===== config.mk =====
export PLATFORM = sky130hd
export DESIGN_NAME = sched_counter
export DESIGN_NICKNAME = d
export VERILOG_FILES = /design/src/rtl/sched_pkg.sv /design/src/rtl/sched_state_reg.sv /design/src/rtl/sched_window_flag.sv /design/src/rtl/sched_counter.sv
export SDC_FILE = /design/constraint.sdc
export NUM_CORES = 1
export LEC_CHECK = 0
export ABC_AREA = 1
export CELL_PAD_IN_SITES_DETAIL_PLACEMENT = 1
export CELL_PAD_IN_SITES_GLOBAL_PLACEMENT = 2
export CORE_MARGIN = 2
export CORE_UTILIZATION = 18
export CTS_BUF_LIST = sky130_fd_sc_hd__clkbuf_16
export CTS_CLUSTER_SIZE = 28
export DETAILED_ROUTE_END_ITERATION = 6
export PLACE_DENSITY_LB_ADDON = 0.2
export SLEW_MARGIN = 40
export SYNTH_ARGS = -nofsm -noshare
export SYNTH_HDL_FRONTEND = slang
export SYNTH_SLANG_ARGS = --single-unit
export TNS_END_PERCENT = 1

===== constraint.sdc =====
create_clock -name clk -period 1.55 [get_ports clk]
set_input_delay 0.31 -clock clk [delete_from_list [all_inputs] [get_ports clk]]
set_output_delay 0.31 -clock clk [all_outputs]
set_load 0.01 [all_outputs]

===== src/rtl/sched_pkg.sv =====
package sched_pkg;

    typedef enum logic [0:0] {
        ENC_BIN    = 1'b0,
        ENC_ONEHOT = 1'b1
    } enc_e;

    // Width of the state register for a given encoding and step count
    function automatic int state_width(enc_e enc, int n_steps);
        int w;
        if (enc == ENC_ONEHOT) begin
            w = n_steps;
        end else begin
            w = $clog2(n_steps + 1);
        end
        if (w < 1) w = 1;
        return w;
    endfunction

    // Binary window decode forms
    typedef enum logic [1:0] {
        WIN_EQ,
        WIN_LT,
        WIN_RANGE
    } win_form_e;

    function automatic win_form_e win_form(int lo, int hi);
        if (hi == lo + 1) return WIN_EQ;
        if (lo == 0) return WIN_LT;
        return WIN_RANGE;
    endfunction

endpackage


===== src/rtl/sched_state_reg.sv =====
module sched_state_reg
    import sched_pkg::*;
#(
    parameter enc_e ENC = ENC_BIN,
    parameter int   SW  = 3
) (
    input  logic          clk,
    input  logic          rst,
    input  logic          step,
    input  logic          restart,
    output logic [SW-1:0] state
);
    localparam logic [SW-1:0] START = (ENC == ENC_ONEHOT) ? SW'(1) : '0;

    logic [SW-1:0] advanced;
    logic [SW-1:0] nxt;
    logic          wr_en;

    generate
        if (ENC == ENC_ONEHOT) begin : g_shift
            assign advanced = {state[SW-2:0], 1'b0};
        end else begin : g_add
            assign advanced = state + SW'(1);
        end
    endgenerate

    always_comb begin
        wr_en = restart | step;
        nxt   = restart ? START : advanced;
    end

    always_ff @(posedge clk) begin
        if (rst) begin
            state <= START;
        end else if (wr_en) begin
            state <= nxt;
        end
    end
endmodule


===== src/rtl/sched_window_flag.sv =====
module sched_window_flag
    import sched_pkg::*;
#(
    parameter enc_e ENC = ENC_BIN,
    parameter int   SW  = 3,
    parameter int   LO  = 0,
    parameter int   HI  = 1
) (
    input  logic [SW-1:0] state,
    output logic          hit
);
    localparam win_form_e FORM = win_form(LO, HI);

    generate
        if (ENC == ENC_ONEHOT) begin : g_slice
            assign hit = |state[HI-1:LO];
        end else if (FORM == WIN_EQ) begin : g_eq
            assign hit = (state == SW'(LO));
        end else if (FORM == WIN_LT) begin : g_lt
            assign hit = (state < SW'(HI));
        end else begin : g_rng
            assign hit = (state >= SW'(LO)) && (state < SW'(HI));
        end
    endgenerate
endmodule


===== src/rtl/sched_counter.sv =====
module sched_counter
    import sched_pkg::*;
#(
    parameter enc_e ENC        = ENC_BIN,
    parameter int   NUM_STATES = 6,
    parameter int   NQ         = 6,
    parameter int   WIN_LO [NQ] = '{0, 2, 3, 0, 5, 1},
    parameter int   WIN_HI [NQ] = '{2, 3, 6, 2, 6, 6},
    localparam int  SW         = state_width(ENC, NUM_STATES)
) (
    input  logic          clk,
    input  logic          rst,
    input  logic          step,
    input  logic          restart,
    output logic [SW-1:0] state,
    output logic [NQ-1:0] flags
);
    // Index of the first window with the same bounds as window q
    function automatic int twin_of(int q);
        for (int j = 0; j < q; j++) begin
            if (WIN_LO[j] == WIN_LO[q] && WIN_HI[j] == WIN_HI[q]) return j;
        end
        return q;
    endfunction

    sched_state_reg #(.ENC(ENC), .SW(SW)) u_reg (
        .clk     (clk),
        .rst     (rst),
        .step    (step),
        .restart (restart),
        .state   (state)
    );

    generate
        for (genvar q = 0; q < NQ; q++) begin : g_win
            localparam int TW = twin_of(q);
            if (!(WIN_LO[q] >= 0 && WIN_LO[q] < WIN_HI[q] && WIN_HI[q] <= NUM_STATES)) begin : g_bad
                $error("window bounds out of range");
            end
            if (TW == q) begin : g_own
                sched_window_flag #(
                    .ENC (ENC),
                    .SW  (SW),
                    .LO  (WIN_LO[q]),
                    .HI  (WIN_HI[q])
                ) u_flag (
                    .state (state),
                    .hit   (flags[q])
                );
            end else begin : g_share
                assign flags[q] = flags[TW];
            end
        end
    endgenerate
endmodule


; ---- After elaboration in Yosys (flattened, before gate mapping)
; Index checks and enable logic that the tools add are counted.
[word_totals]
ff_bits = 3
output_inout_bits = 9
wordCells = 12
[op_classes]
addsub = 1
n_lt_le_gt_ge = 4
n_eq_ne = 2
n_mux = 1
n_bitwise = 1
reduce_logical = 2
[ops]
columns = op, n
row1 = "3-bit by 1-bit adder with 3-bit output, second input constant", 1
row2 = "3-bit by 2-bit equality test with 1-bit output, second input constant", 1
row3 = "3-bit equality test, second input constant", 1
row4 = "3-bit by 1-bit >= comparator with 1-bit output, second input constant", 1
row5 = "3-bit by 2-bit >= comparator with 1-bit output, second input constant", 1
row6 = "3-bit by 2-bit less-than comparator with 1-bit output, second input constant", 1
row7 = "3-bit less-than comparator, second input constant", 1
row8 = 3-bit 2-to-1 mux, 1
row9 = 1-bit logical AND, 2
row10 = 1-bit bitwise OR, 1

; ---- Longest topological paths before layout
[depth]
word_depth = 2
depth_mapped = 5
mapped_depth_nobuf = 5

; ---- Modules after synthesis
; A second synthesis with hierarchy kept.
[hier_totals]
hier_cells = 36
hier_area_um2 = 216.5
[by_module_without_submodules]
columns = module, instances, cells_per_inst, area_per_inst_um2, seq_area_each_um2
row1 = sched_state_reg, 1, 19, 141.4, 60.1
row2 = sched_window_flag at g_win[2].g_own.u_flag ..., 2, 5, 20.0, 0.0
row3 = sched_window_flag at g_win[1].g_own.u_flag, 1, 3, 13.8, 0.0
row4 = sched_window_flag at g_win[4].g_own.u_flag, 1, 2, 10.0, 0.0
row5 = sched_counter, 1, 1, 7.5, 0.0
row6 = sched_window_flag at g_win[0].g_own.u_flag, 1, 1, 3.8, 0.0

; ---- Worst setup path after synthesis
; OpenSTA, ideal clock, no wires.
[synth_timing]
kind = register -> output
start = register u_reg.state[1]
end = output flags[2]
arrival_time_ns = 1.065
required_ns = 1.240
setup_slack_ns = 0.175
stages_incl_launch_ff = 6
cell_sequence = dfxtp_1 > ha_1 > ha_1 > nor2_1 > a21oi_2 > buf_4
[synth_via]
elab_chain_cells = 2
[synth_rtl]
columns = element, line_no
row1 = "start, declared", sched_state_reg.sv:11  ; output logic [SW-1:0] state
row2 = "start signal, assigned", sched_state_reg.sv:36  ; state <= nxt;
row3 = 3-bit by 2-bit >= comparator with 1-bit output / 3-bit less-than comparator (equally long branches), sched_window_flag.sv:22  ; assign hit = (state >= SW'(LO)) && (state < SW'(HI));
row4 = 1-bit logical AND (*), sched_window_flag.sv:22
row5 = "end, declared", sched_counter.sv:16  ; output logic [NQ-1:0] flags
; Every way passes the cells marked *; elsewhere a longest branch is shown, timed or not.

; ---- Final worst setup path
[layout_timing]
start = register u_reg.state[0]
end = output flags[2]
; The elaborated chain is that of the path after synthesis.

==> flow_metrics.tcl <==
set metrics [dict create \
    r2r-start "u_reg.state[0]" \
    fillerInstances 188 \
    die_x_microns 42.9 \
    peakVddDrop_uv 714 \
    crit_arrival_ns 1.19 \
    slew_viol_final 0 \
    cp.required_ns 1.24 \
    synth_ff_type "dfxtp_1" \
    via_per_inst 3.92 \
    clk_latency_ns 0.22 \
    cp_max_fo 4 \
    grt_pass1_wl_microns 1350 \
    netlist_area_sq_um 273 \
    core_sq_mm 0.00145 \
    cts_tree "yes" \
    crit_chain "ha_1 > ha_2 > nor2_2 > a21oi_2 > clkbuf_2" \
    start_util 0.188 \
    path_clk_slew_ns 0.03 \
    vias 286 \
    postCtsHoldBufs 0 \
    placed_cell_area_sq_um 413 \
    dp_slack_ns -0.119 \
    gr-usage-all-layers 0.102 \
    syn_nets 49 \
    yosysMostFrequentCell "nor2_1" \
    maxCapViolCount 0 \
    worstSetupPathType "register to output pin" \
    clk_path_buf_depth 2 \
    powerDensity_mw_per_mm2 1130 \
    ys_seq_elements 3 \
    maxSlewHeadroom 0.856 \
    fmax_ghz 0.666 \
    synthArstFlopShare 0 \
    fin_crit_ns 1.50 \
    die_h_microns 42.9 \
    end_kind "output pin" \
    die_area_sq_mm 0.00184 \
    antenna_found_initial 0 \
    rows 14 \
    clockRootBuffer "clkbuf_16" \
    slowest_stage "dfxtp_2" \
    ant_nets 0 \
    nets 66 \
    synth_top_area_frac 0.220 \
    p_leak_nw 0.296 \
    cp-startpoint "u_reg.state[0]" \
    io_pins 13 \
    cts.sinks 3 \
    hpwl_microns 553 \
    skew_ns 0.00182 \
    slowest_delay_ns 0.33 \
    drtPass1Iterations 1 \
    crit_family "adder cells" \
    gp_congestion 0.723 \
    ys_top_cells_by_count "nor2_1 (10), nand2_1 (9), buf_4 (6)" \
    port_buffers 12 \
    regMostFlops "u_reg.state" \
    post_synth.cell_area_avg_sq_um 6.65 \
    htreeDepth 1 \
    synth_warnings 0 \
    setup_slack_ns 0.0495 \
    area_growth_pct 79.8 \
    hold_class "register to register" \
    drc_errors 0 \
    synth_top_cell_by_area "dfxtp_1" \
    routed_wirelength_microns 741 \
    wl_per_cell_microns 10.2 \
    hold_viol_final 0 \
    status "complete, no violations" \
    grt_max_degree 7 \
    top_regs "u_reg.state x3" \
    final_cell_area_sq_um 490 \
    setup_violations 0 \
    timing.final.crit_share 0.968 \
    postSynthCellCount 41 \
    diodes 0 \
    min-delay-start "u_reg.state[1]" \
    grt_pass1_vias 314 \
    largest_register_ffs 3 \
    dr.first_iter.drc_count 0 \
    rsz0062_at_grt "yes" \
    netlist_top_cells_area "dfxtp_1 (22%), ha_1 (18%), buf_4 (17%)" \
    crit_path_start_kind "register" \
    critPathBufInv 1 \
    worstMarginPinSlew_ns 0.215 \
    synth_edf_count 0 \
    overflow 0 \
    drive_above_1_share 0.368 \
    seq_area_frac_synth 0.220 \
    cts_resized 11 \
    synth_cell_types 9 \
    post_cts_buffers 0 \
    cts_buffers 3 \
]
-- tightest hold or removal path: stages, from the launching register on --
cell and delay, ns:
dfxtp_2 0.34, buf_4 0.12, nor2_1 0.04, nor2_1 0.09
-- per-stage QoR --
stage | hold slack [ns] | utilization | power (mW) | std cells | TNS (ns)
2_1_floorplan | 0.439 | - | 0.127 | 41 | 0
3_3_place_gp | 0.609 | 0.284 | 0.160 | 69 | -0.186
3_5_place_dp | 0.621 | 0.284 | 0.162 | 69 | -0.255
4_1_cts | 0.631 | 0.338 | 0.571 | 73 | -0.175
5_1_grt | 0.685 | 0.337 | 0.583 | 73 | -0.00915
6_report | 0.619 | 0.337 | 0.556 | 73 | 0
-- worst paths after layout --
check	depth (start not counted)	slack (ns)	endpoint
max	5	0.05	flags[2]
min	3	0.62	u_reg.state[1]
max reg2reg	5	0.44	u_reg.state[2]
min reg2reg	3	0.62	u_reg.state[1]
-- layout make-up --
type / count / area, sq um / share of cell area
well taps: 16 / 20.0 / 0.0408
inverters: 6 / 22.5 / 0.0459
repair buffers: 18 / 154 / 0.314
clock inverters: 1 / 3.75 / 0.00765
flip-flops and latches: 3 / 62.6 / 0.128
multi-input cells: 26 / 153 / 0.311
clock buffers: 3 / 75.1 / 0.153
-- routing by layer --
| layer | part of all wire | GRT usage |
|---|---|---|
| met3 | 0.057 | 0.0511 |
| met1 | 0.39 | 0.102 |
| met5 | 0 | 0 |
| met4 | 0 | 0.0375 |
| met2 | 0.55 | 0.179 |
-- power breakdown --
group	leakage (nW)	switching (mW)	total [mW]	internal [mW]
sequential	0.0254	0.00334	0.0849	0.0816
clock	0.0423	0.0699	0.403	0.333
combinational	0.228	0.0323	0.0685	0.0362
-- kinds of logic after synthesis --
family,Yosys count,share of synthesized area
buffers and inverters,12,0.248
AO/OA/AOI/OAI,2,0.0642
adder cells (fa/ha/maj),4,0.183
AND/OR/NAND/NOR,20,0.284
flip-flops,3,0.220
-- cells in the final DEF (no fill, tap or decap) --
cell type,n
ha_1,3
a21oi_2,2
clkbuf_2,3
clkdlybuf4s50_1,3
dfxtp_2,2
inv_1,6
inv_2,1
clkbuf_16,3
dfxtp_1,1
buf_4,6
nand2_1,9
ha_2,1
dlygate4sd2_1,3
dlymetal6s2s_1,3
nor2_2,3
nor2_1,8
No activity file was read; power rests on OpenSTA's default activity.
